<file path="config.mk">
export PLATFORM = sky130hd
export DESIGN_NAME = updn_counter_field
export DESIGN_NICKNAME = d
export VERILOG_FILES = /design/src/rtl/cnt_pkg.sv /design/src/rtl/cnt_step_sel.sv /design/src/rtl/cnt_limit_sel.sv /design/src/rtl/cnt_next_calc.sv /design/src/rtl/updn_counter_field.sv
export SDC_FILE = /design/constraint.sdc
export NUM_CORES = 1
export LEC_CHECK = 0
export CORE_UTILIZATION = 55
export DETAILED_ROUTE_END_ITERATION = 8
export PLACE_DENSITY = 0.9
export SLEW_MARGIN = 5
export SYNTH_ARGS = -nofsm -noshare
export SYNTH_HDL_FRONTEND = slang
export SYNTH_HIERARCHICAL = 1
export SYNTH_SLANG_ARGS = --single-unit
</file>
<file path="constraint.sdc">
create_clock -name clk -period 17.1 [get_ports clk]
set_input_delay 3.42 -clock clk [delete_from_list [all_inputs] [get_ports clk]]
set_output_delay 3.42 -clock clk [all_outputs]
set_load 0.02 [all_outputs]
</file>
<file path="src/rtl/cnt_pkg.sv">
package cnt_pkg;

    // How a limit or a threshold level is supplied
    typedef enum logic [1:0] {
        LIM_OFF     = 2'd0,
        LIM_STATIC  = 2'd1,
        LIM_DYNAMIC = 2'd2
    } lim_mode_e;

    // Update class chosen each cycle
    typedef enum logic [1:0] {
        OP_HOLD  = 2'd0,
        OP_LOAD  = 2'd1,
        OP_COUNT = 2'd2
    } op_e;

endpackage

</file>
<file path="src/rtl/cnt_step_sel.sv">
module cnt_step_sel #(
    parameter int unsigned WIDTH       = 8,
    parameter int unsigned STEP_W      = 4,
    parameter bit          DYN         = 1'b1,
    parameter int unsigned STATIC_STEP = 1
) (
    input  logic              en_i,
    input  logic [STEP_W-1:0] step_i,
    output logic [WIDTH:0]    amt_o
);
    localparam int unsigned AW = WIDTH + 1;

    logic [AW-1:0] step_ext;

    generate
        if (DYN) begin : g_dyn
            assign step_ext = {{(AW-STEP_W){1'b0}}, step_i};
        end else begin : g_static
            logic step_unused;
            assign step_unused = ^step_i;
            assign step_ext    = AW'(STATIC_STEP);
        end
    endgenerate

    assign amt_o = en_i ? step_ext : '0;

endmodule

</file>
<file path="src/rtl/cnt_limit_sel.sv">
module cnt_limit_sel #(
    parameter int unsigned            WIDTH      = 8,
    parameter cnt_pkg::lim_mode_e     MODE       = cnt_pkg::LIM_DYNAMIC,
    parameter logic [WIDTH-1:0]       STATIC_VAL = '0
) (
    input  logic [WIDTH-1:0] dyn_i,
    output logic [WIDTH-1:0] val_o,
    output logic             on_o
);
    generate
        if (MODE == cnt_pkg::LIM_DYNAMIC) begin : g_dyn
            assign val_o = dyn_i;
            assign on_o  = 1'b1;
        end else if (MODE == cnt_pkg::LIM_STATIC) begin : g_static
            logic dyn_unused;
            assign dyn_unused = ^dyn_i;
            assign val_o      = STATIC_VAL;
            assign on_o       = 1'b1;
        end else begin : g_off
            logic dyn_unused;
            assign dyn_unused = ^dyn_i;
            assign val_o      = '0;
            assign on_o       = 1'b0;
        end
    endgenerate

endmodule

</file>
<file path="src/rtl/cnt_next_calc.sv">
module cnt_next_calc #(
    parameter int unsigned WIDTH = 8
) (
    input  cnt_pkg::op_e     op_i,
    input  logic [WIDTH-1:0] count_i,
    input  logic [WIDTH:0]   inc_amt_i,
    input  logic [WIDTH:0]   dec_amt_i,
    input  logic [WIDTH-1:0] wdata_i,
    input  logic             ceil_on_i,
    input  logic [WIDTH-1:0] ceil_i,
    input  logic             floor_on_i,
    input  logic [WIDTH-1:0] floor_i,
    output logic [WIDTH-1:0] next_o,
    output logic             wrap_up_o,
    output logic             wrap_dn_o
);
    import cnt_pkg::*;

    localparam int unsigned EW = WIDTH + 2;

    logic [EW-1:0]    sum;
    logic             past_top;
    logic             below_zero;
    logic [WIDTH-1:0] cand;
    logic [WIDTH-1:0] clamped;

    // Signed-range sum: one sign bit and one carry bit above the count
    assign sum        = {2'b00, count_i} + {1'b0, inc_amt_i} - {1'b0, dec_amt_i};
    assign below_zero = sum[EW-1];
    assign past_top   = !sum[EW-1] && sum[WIDTH];

    always_comb begin
        cand      = count_i;
        wrap_up_o = 1'b0;
        wrap_dn_o = 1'b0;
        unique case (op_i)
            OP_HOLD: cand = count_i;
            OP_LOAD: cand = wdata_i;
            OP_COUNT: begin
                if (past_top && ceil_on_i) begin
                    cand = ceil_i;
                end else if (below_zero && floor_on_i) begin
                    cand = floor_i;
                end else begin
                    cand      = sum[WIDTH-1:0];
                    wrap_up_o = past_top;
                    wrap_dn_o = below_zero;
                end
            end
            default: cand = count_i;
        endcase
    end

    // Limits apply to every update class; the floor is applied last
    always_comb begin
        clamped = cand;
        if (ceil_on_i && (clamped > ceil_i)) begin
            clamped = ceil_i;
        end
        if (floor_on_i && (clamped < floor_i)) begin
            clamped = floor_i;
        end
    end

    assign next_o = clamped;

endmodule

</file>
<file path="src/rtl/updn_counter_field.sv">
module updn_counter_field #(
    parameter int unsigned        WIDTH          = 8,
    parameter int unsigned        STEP_W         = 4,
    parameter bit                 DEC_EN         = 1'b1,
    parameter bit                 INC_STEP_DYN   = 1'b1,
    parameter int unsigned        INC_STEP       = 1,
    parameter bit                 DEC_STEP_DYN   = 1'b1,
    parameter int unsigned        DEC_STEP       = 1,
    parameter cnt_pkg::lim_mode_e CEIL_SAT_MODE  = cnt_pkg::LIM_DYNAMIC,
    parameter logic [WIDTH-1:0]   CEIL_SAT_VAL   = '1,
    parameter cnt_pkg::lim_mode_e FLOOR_SAT_MODE = cnt_pkg::LIM_DYNAMIC,
    parameter logic [WIDTH-1:0]   FLOOR_SAT_VAL  = '0,
    parameter cnt_pkg::lim_mode_e CEIL_LVL_MODE  = cnt_pkg::LIM_DYNAMIC,
    parameter logic [WIDTH-1:0]   CEIL_LVL_VAL   = '1,
    parameter cnt_pkg::lim_mode_e FLOOR_LVL_MODE = cnt_pkg::LIM_DYNAMIC,
    parameter logic [WIDTH-1:0]   FLOOR_LVL_VAL  = '0,
    parameter logic [WIDTH-1:0]   RESET_VAL      = '0
) (
    input  logic              clk,
    input  logic              rst_n,
    input  logic              inc_i,
    input  logic [STEP_W-1:0] inc_step_i,
    input  logic              dec_i,
    input  logic [STEP_W-1:0] dec_step_i,
    input  logic [WIDTH-1:0]  ceil_lim_i,
    input  logic [WIDTH-1:0]  floor_lim_i,
    input  logic [WIDTH-1:0]  ceil_lvl_i,
    input  logic [WIDTH-1:0]  floor_lvl_i,
    input  logic              sw_we_i,
    input  logic [WIDTH-1:0]  sw_wdata_i,
    output logic [WIDTH-1:0]  count_o,
    output logic              wrap_up_o,
    output logic              wrap_dn_o,
    output logic              ge_flag_o,
    output logic              le_flag_o
);
    import cnt_pkg::*;

    logic [WIDTH-1:0] count_q;
    logic [WIDTH-1:0] count_d;
    op_e              op;
    logic             dec_eff;
    logic [WIDTH:0]   inc_amt;
    logic [WIDTH:0]   dec_amt;
    logic [WIDTH-1:0] ceil_lim, floor_lim, ceil_lvl, floor_lvl;
    logic             ceil_on, floor_on, ceil_lvl_on, floor_lvl_on;

    // Down counting exists only when enabled by parameter
    generate
        if (DEC_EN) begin : g_dec
            assign dec_eff = dec_i;
        end else begin : g_no_dec
            logic dec_unused;
            assign dec_unused = dec_i;
            assign dec_eff    = 1'b0;
        end
    endgenerate

    // Update class selection: software write first, then counting
    always_comb begin
        if (sw_we_i) begin
            op = OP_LOAD;
        end else if (inc_i || dec_eff) begin
            op = OP_COUNT;
        end else begin
            op = OP_HOLD;
        end
    end

    cnt_step_sel #(
        .WIDTH(WIDTH), .STEP_W(STEP_W), .DYN(INC_STEP_DYN), .STATIC_STEP(INC_STEP)
    ) u_inc_step (
        .en_i(inc_i), .step_i(inc_step_i), .amt_o(inc_amt)
    );

    cnt_step_sel #(
        .WIDTH(WIDTH), .STEP_W(STEP_W), .DYN(DEC_STEP_DYN), .STATIC_STEP(DEC_STEP)
    ) u_dec_step (
        .en_i(dec_eff), .step_i(dec_step_i), .amt_o(dec_amt)
    );

    cnt_limit_sel #(.WIDTH(WIDTH), .MODE(CEIL_SAT_MODE), .STATIC_VAL(CEIL_SAT_VAL))
        u_ceil_sat (.dyn_i(ceil_lim_i), .val_o(ceil_lim), .on_o(ceil_on));

    cnt_limit_sel #(.WIDTH(WIDTH), .MODE(FLOOR_SAT_MODE), .STATIC_VAL(FLOOR_SAT_VAL))
        u_floor_sat (.dyn_i(floor_lim_i), .val_o(floor_lim), .on_o(floor_on));

    cnt_limit_sel #(.WIDTH(WIDTH), .MODE(CEIL_LVL_MODE), .STATIC_VAL(CEIL_LVL_VAL))
        u_ceil_lvl (.dyn_i(ceil_lvl_i), .val_o(ceil_lvl), .on_o(ceil_lvl_on));

    cnt_limit_sel #(.WIDTH(WIDTH), .MODE(FLOOR_LVL_MODE), .STATIC_VAL(FLOOR_LVL_VAL))
        u_floor_lvl (.dyn_i(floor_lvl_i), .val_o(floor_lvl), .on_o(floor_lvl_on));

    cnt_next_calc #(.WIDTH(WIDTH)) u_next (
        .op_i       (op),
        .count_i    (count_q),
        .inc_amt_i  (inc_amt),
        .dec_amt_i  (dec_amt),
        .wdata_i    (sw_wdata_i),
        .ceil_on_i  (ceil_on),
        .ceil_i     (ceil_lim),
        .floor_on_i (floor_on),
        .floor_i    (floor_lim),
        .next_o     (count_d),
        .wrap_up_o  (wrap_up_o),
        .wrap_dn_o  (wrap_dn_o)
    );

    // Count register
    always_ff @(posedge clk or negedge rst_n) begin
        if (!rst_n) begin
            count_q <= RESET_VAL;
        end else begin
            count_q <= count_d;
        end
    end

    // Outputs
    always_comb begin
        count_o   = count_q;
        ge_flag_o = ceil_lvl_on && (count_q >= ceil_lvl);
        le_flag_o = floor_lvl_on && (count_q <= floor_lvl);
    end

    // ------------------------------------------------------------------
    // Assertions
    // ------------------------------------------------------------------
    logic past_ok_q;
    always_ff @(posedge clk or negedge rst_n) begin
        if (!rst_n) begin
            past_ok_q <= 1'b0;
        end else begin
            past_ok_q <= 1'b1;
        end
    end

    // count never ends above the ceiling that held last cycle
    a_r5_ceiling_bound: assert property (@(posedge clk) disable iff (!rst_n)
        past_ok_q && $past(ceil_on && (!floor_on || floor_lim <= ceil_lim))
        |-> count_q <= $past(ceil_lim));

    // count never ends below the floor that held last cycle
    a_r6_floor_bound: assert property (@(posedge clk) disable iff (!rst_n)
        past_ok_q && $past(floor_on) |-> count_q >= $past(floor_lim));

    // an in-range software write lands exactly
    a_r4_load_exact: assert property (@(posedge clk) disable iff (!rst_n)
        past_ok_q && $past(sw_we_i && (!ceil_on || sw_wdata_i <= ceil_lim)
                                   && (!floor_on || sw_wdata_i >= floor_lim))
        |-> count_q == $past(sw_wdata_i));

    // an idle cycle with an in-range count leaves it unchanged
    a_r2_idle_hold: assert property (@(posedge clk) disable iff (!rst_n)
        past_ok_q && $past(!inc_i && !dec_i && !sw_we_i
                           && (!ceil_on || count_q <= ceil_lim)
                           && (!floor_on || count_q >= floor_lim))
        |-> count_q == $past(count_q));

    // wrap-up only in a counting cycle with increment high
    a_r8_wrap_up_cause: assert property (@(posedge clk) disable iff (!rst_n)
        wrap_up_o |-> inc_i && !sw_we_i && !wrap_dn_o);

    // a wrap-up leaves a smaller count
    a_r8_wrap_up_drop: assert property (@(posedge clk) disable iff (!rst_n)
        past_ok_q && $past(wrap_up_o && !floor_on) |-> count_q < $past(count_q));

    // wrap-down only in a counting cycle with decrement high
    a_r9_wrap_dn_cause: assert property (@(posedge clk) disable iff (!rst_n)
        wrap_dn_o |-> dec_i && !sw_we_i);

    // a wrap-down leaves a larger count
    a_r9_wrap_dn_rise: assert property (@(posedge clk) disable iff (!rst_n)
        past_ok_q && $past(wrap_dn_o && !ceil_on) |-> count_q > $past(count_q));

endmodule

</file>
# Yosys cells after proc, flatten, opt, wreduce, memory -nomap -nowiden
# Cells that the tools add are included.
# totals
regBits,8
latch_bits,0
ram_bits,0
romBits,0
inputBits,53
out_inout_bits,12
mem_count,0
# classes
n_addsub,2
n_mul,0
n_div,0
order_cmp,4
eq_ne,2
shifts,0
n_mux,9
bitwise,0
n_reduce_logical,3
# op_table
operator,n
$mux W8,4
$pmux W8 S2,1
$sub A10 B4 Y10,1
$add A8 B4 Y9,1
$ge A8 B8 Y1,1
$gt A8 B8 Y1,1
$le A8 B8 Y1,1
$lt A8 B8 Y1,1
$mux W4,2
$mux W2,2
$eq A2 B1 Y1 const B,1
$eq A2 B2 Y1 const B,1
$logic_and A1 B1 Y1,1
$logic_not A1 Y1,1
$logic_or A1 B1 Y1,1

# Logic depth before layout (Yosys ltp)
# logic_depth
depth_word,11
depth_mapped,32

# Modules after synthesis
# The synthesis kept the hierarchy.
# by_module_without_submodules
mod,instances,cells_each,area_per_inst_um2,seq_area_each_um2
cnt_next_calc,1,235,1756.7,0.0
updn_counter_field,1,65,610.6,200.2
cnt_limit_sel,4,10,71.3,0.0
cnt_step_sel,2,10,66.3,0.0

# Worst setup path before layout
# No wires, ideal clock.
# synth_path
path_kind,input port to flip-flop
startpoint,input inc_step_i[3]
endpoint,register count_q[0] (netlist: count_o[0])
setup_ps,125
arrival_ps,9282
t_required_ps,16975
path_slack_ps,7693
stages,28
path_buffers,1
cell_sequence,and2_1 inv_1 fa_1 inv_1 ha_1 a21o_1 a21oi_1 a211oi_2 o211ai_2 a221o_1 o221ai_1 a221oi_1 nor2_1 ha_1 nor2b_1 o21ai_0 nand2b_1 a21oi_1 o21ai_0 o211a_1 clkbuf_1 mux2_2 ha_1 a21o_1 a211oi_1 nand4b_1 a2bb2oi_4 mux2_2
# synth_via
elab_chain_cells,11
# synth_lines
item,line_no,source
from (decl),updn_counter_field.sv:22,"input logic [STEP_W-1:0] inc_step_i,"
$mux W4 (*),cnt_step_sel.sv:25,assign amt_o = en_i ? step_ext : '0;
$add A8 B4 Y9 (*),cnt_next_calc.sv:28,"assign sum = {2'b00, count_i} + {1'b0, inc_amt_i} - {1'b0, dec_amt_i};"
$sub A10 B4 Y10 (*),cnt_next_calc.sv:28,
$logic_not A1 Y1,cnt_next_calc.sv:30,assign past_top = !sum[EW-1] && sum[WIDTH];
$logic_and A1 B1 Y1,cnt_next_calc.sv:30,
$mux W8 (*),cnt_next_calc.sv:40,if (past_top && ceil_on_i) begin
$pmux W8 S2 (*),cnt_next_calc.sv:36,unique case (op_i)
$gt A8 B8 Y1,cnt_next_calc.sv:57,if (ceil_on_i && (clamped > ceil_i)) begin
$mux W8 (*),cnt_next_calc.sv:57,
$lt A8 B8 Y1,cnt_next_calc.sv:60,if (floor_on_i && (clamped < floor_i)) begin
$mux W8 (*),cnt_next_calc.sv:60,
net count_d[0],updn_counter_field.sv:40,logic [WIDTH-1:0] count_d;
to (signal assigned),updn_counter_field.sv:114,count_q <= count_d;
to (decl),updn_counter_field.sv:39,logic [WIDTH-1:0] count_q;
# Mark *: on every way through the listed nets, which the timed path passes. The rest lies on a longest branch.

# Worst setup path in the final report
# layout_path
startpoint,input inc_i
endpoint,register count_q[6] (netlist: count_o[6])
# layout_via
elab_chain_cells,11
# layout_lines
item,line_no,source
from (decl),updn_counter_field.sv:21,"input logic inc_i,"
$mux W4 (*),cnt_step_sel.sv:25,
net inc_amt[3],updn_counter_field.sv:43,logic [WIDTH:0] inc_amt;
$add A8 B4 Y9 (*),cnt_next_calc.sv:28,
$sub A10 B4 Y10 (*),cnt_next_calc.sv:28,
$logic_not A1 Y1,cnt_next_calc.sv:30,
$logic_and A1 B1 Y1,cnt_next_calc.sv:30,
$mux W8 (*),cnt_next_calc.sv:40,
$pmux W8 S2 (*),cnt_next_calc.sv:36,
$gt A8 B8 Y1,cnt_next_calc.sv:57,
$mux W8 (*),cnt_next_calc.sv:57,
$lt A8 B8 Y1,cnt_next_calc.sv:60,
$mux W8 (*),cnt_next_calc.sv:60,
net count_d[6],updn_counter_field.sv:40,
# Marked as above.

==> run metrics <==
CP delay by family, top=compound AO/OA/AOI/OAI gates; outcome=complete, no violations; Sink Count=8; height of the die=about 73 µm; Crit Path Class=input pin to register; Core ar.=roughly 4800 µm²; deepest clock path buffer count=2; Crit. End Element=register; Mapped Cells=360; Final Critical Period=approximately 10 ns; CP Data Required Time=around 17 ns; clock root cell=clkbuf_8; final setup fails=0; ant diodes=0; top_reg_cell synth=dfrtp_1; first-pass GRT wire length=10800 µm; HPWL after detailed placement=around 5600 µm; First DRT Iteration DRCs=roughly 160; Die X=roughly 73 µm; Yosys warnings=6; Critical-path top delay cell=clkdlybuf4s50_1; Seq cells post-synth=8; Critical Path Start Type=input pin; total die area=approximately 5400 µm²; top cells by area, synth=ha_1 20%, buf_4 12%, inv_1 9.3%; Yosys cell types=51; Routed WL per cell=14.4 µm; CTS H-Tree Depth=1; sequential-to-total area share from yosys stat=slightly above 7%; worst hold path class=register to register; final global-route overflow total=0; Fin. Hold Viols=0; Num CTS Buffers=3; Via density=~5.5; Nets=490; Rows=25; port buffer count=just over 60; Fmax=between 0.09 and 0.1 GHz; Compound-Gate Fraction of Synth Area=between 20% and 30%; initial antenna violation count=0; Synth area leader=ha_1; Final Core Density=66.9%; Post-CTS Setup Repair Bufs=0; post-route ant nets=0; Post-Synthesis Cell Area=roughly 2800 µm²; Final Cycle Share=approximately three fifths; DR vias=2478; Adder-Cell Fraction of Synth Area=between 20% and 30%; post-synthesis async set-or-reset flop share=between 90% and 100%; worst slew pin tran=0.977 ns; number of global-route vias before repair=around 2500; largest family of logic cells by synthesized area=adder cells; gr usage total=between 20% and 30%; setup TNS=0 ns; met2 WL=about 3000 µm; Worst Path Max Fanout=11; pin count of the biggest net entering global routing=17; DRC Markers=0; worst rel slew slack=between 30% and 40%; clk_lat worst skew=around 0.23 ns; WL met1=around 2800 µm; xor/xnor share of the synthesized area=1.26%; met3 wire len=roughly 550 µm; Synth top cells by count=69 x inv_1, 46 x buf_4, 44 x ha_1, 14 x a21oi_1, 14 x nand2_1; uppermost routed layer=met4; max reg flops=8; RD Place Congestion=~0.96; Area Overhead vs Synth=14.9%; Critical Path Most Common Cell=ha_1; Starting Density=58.2%; post-place setup slack=about 6.7 ns; Final Non-Filler Cells=450; Synth top area share=just under 20%; 1st-pass router iterations=6; fin worst setup slack=approximately 6.8 ns; Overall Power=about 0.45 mW; TritonCTS clock tree=done; synthesized area per cell=around 7.7 µm²; CTS Hold Buffers Added=0; clock-pin slew on the worst setup and hold paths=~0.040 ns; Power Dens Cells=between 100 and 150 nW/µm²; final slew viol count=0; DRT Wirelength=6480 µm; Max Cap Violations=0; Data arrival, critical path=10.45 ns; Leak=between 1.5 and 2 nW; post-CTS sizing=0; Buf/Inv on CP=3; placed instance count=447; Clock Skew=between 0.0005 and 0.0006 ns; simple-gate portion of the synthesized area=between 10% and 20%; I/O pins=65; most common cell in the netlist=inv_1; proportion of synthesized area in mux cells=7.14%; setup repair after global routing missed its margin=no; Post-synth EDFFs=0; worst vdd ir=about 0.000061 V; layout cell share with drive strength beyond 1=5.74%; Critical Path Max Stage Delay=~0.52 ns
-- per-layer routing --
layer,up-vias,track usage [%]
li1,1224,-
met1,1107,32.6
met2,127,43.6
met3,20,5.39
met4,0,7.19
met5,-,0
-- cell type report --
class / instances / area (µm²)
multi-input combinational: 241 / 2000
sequential: 8 / 200
inverter: 69 / 259
tap: 67 / 83.8
fill: 410 / 1590
timing repair buffer: 62 / 621
clock buffer: 3 / 41.3
-- cell usage in the layout (no fill, tap or decap), types with 2 or more instances in the layout --
| master | count |
|---|---|
| conb_1 | 14 |
| mux2i_1 | 3 |
| inv_1 | 69 |
| a21o_1 | 12 |
| a31oi_1 | 2 |
| nand3_1 | 9 |
| o2111ai_1 | 2 |
| clkdlybuf4s50_1 | 62 |
| o21ai_0 | 11 |
| a2bb2oi_1 | 3 |
| clkbuf_8 | 3 |
| o211ai_1 | 2 |
| a211oi_1 | 5 |
| a221oi_2 | 2 |
| o31ai_1 | 3 |
| a21oi_1 | 14 |
| nand2b_1 | 7 |
| nand4b_1 | 3 |
| dfrtp_1 | 8 |
| nand4_1 | 5 |
| xnor2_1 | 3 |
| and2_1 | 8 |
| nor2_1 | 13 |
| mux2_2 | 13 |
| ha_1 | 44 |
| fa_1 | 8 |
| a311oi_1 | 2 |
| o211a_1 | 2 |
| nor3_1 | 4 |
| o31a_1 | 3 |
| nand2_1 | 14 |
| or3_1 | 2 |
| nor2b_1 | 10 |
-- logic make-up (layout without fill, tap and decap cells) --
family / count (synthesis) / after routing
other: 6 / 14
DFF: 8 / 8
and+or+nand+nor: 77 / 77
adders and majority gates: 52 / 52
AOI/OAI and AO/OA: 77 / 77
xor gates and xnor gates: 4 / 4
muxes: 17 / 17
buffers and inverters: 119 / 134
-- tightest hold or removal path: cells and delay by family, from the launching register on --
kind               cells  cell delay [ns]
and+or+nand+nor        1             0.09
muxes                  2             0.28
AOI/OAI and AO/OA      1             0.17
DFF                    1             0.43
-- where the power goes --
group          switching (mW)  total, mW  internal (mW)
clock                 0.00749     0.0228         0.0153
sequential             0.0156     0.0444         0.0288
combinational           0.212      0.387          0.176
-- path summary, 6_finish.rpt --
check / start / end / slack, ns / cells after the start
max: inc_i / count_o[6]$_DFF_PN0_ / 6.75 / 28
max reg2reg: count_o[1]$_DFF_PN0_ / count_o[6]$_DFF_PN0_ / 10.12 / 26
max in group asynchronous: rst_n / count_o[4]$_DFF_PN0_ / 13.33 / 1
min: count_o[3]$_DFF_PN0_ / count_o[3]$_DFF_PN0_ / 1.0 / 4
min reg2reg: count_o[3]$_DFF_PN0_ / count_o[3]$_DFF_PN0_ / 1.0 / 4
min in group asynchronous: rst_n / count_o[3]$_DFF_PN0_ / 3.49 / 1
-- metrics by stage --
step	area (µm²)	hold slack [ns]
after floorplan	2820	0.970
after global placement	3160	0.978
after detailed placement	3160	0.993
after CTS	3200	1.00
after global routing	3200	1.06
final	3200	0.996
Power figures use the tool's default switching activity.
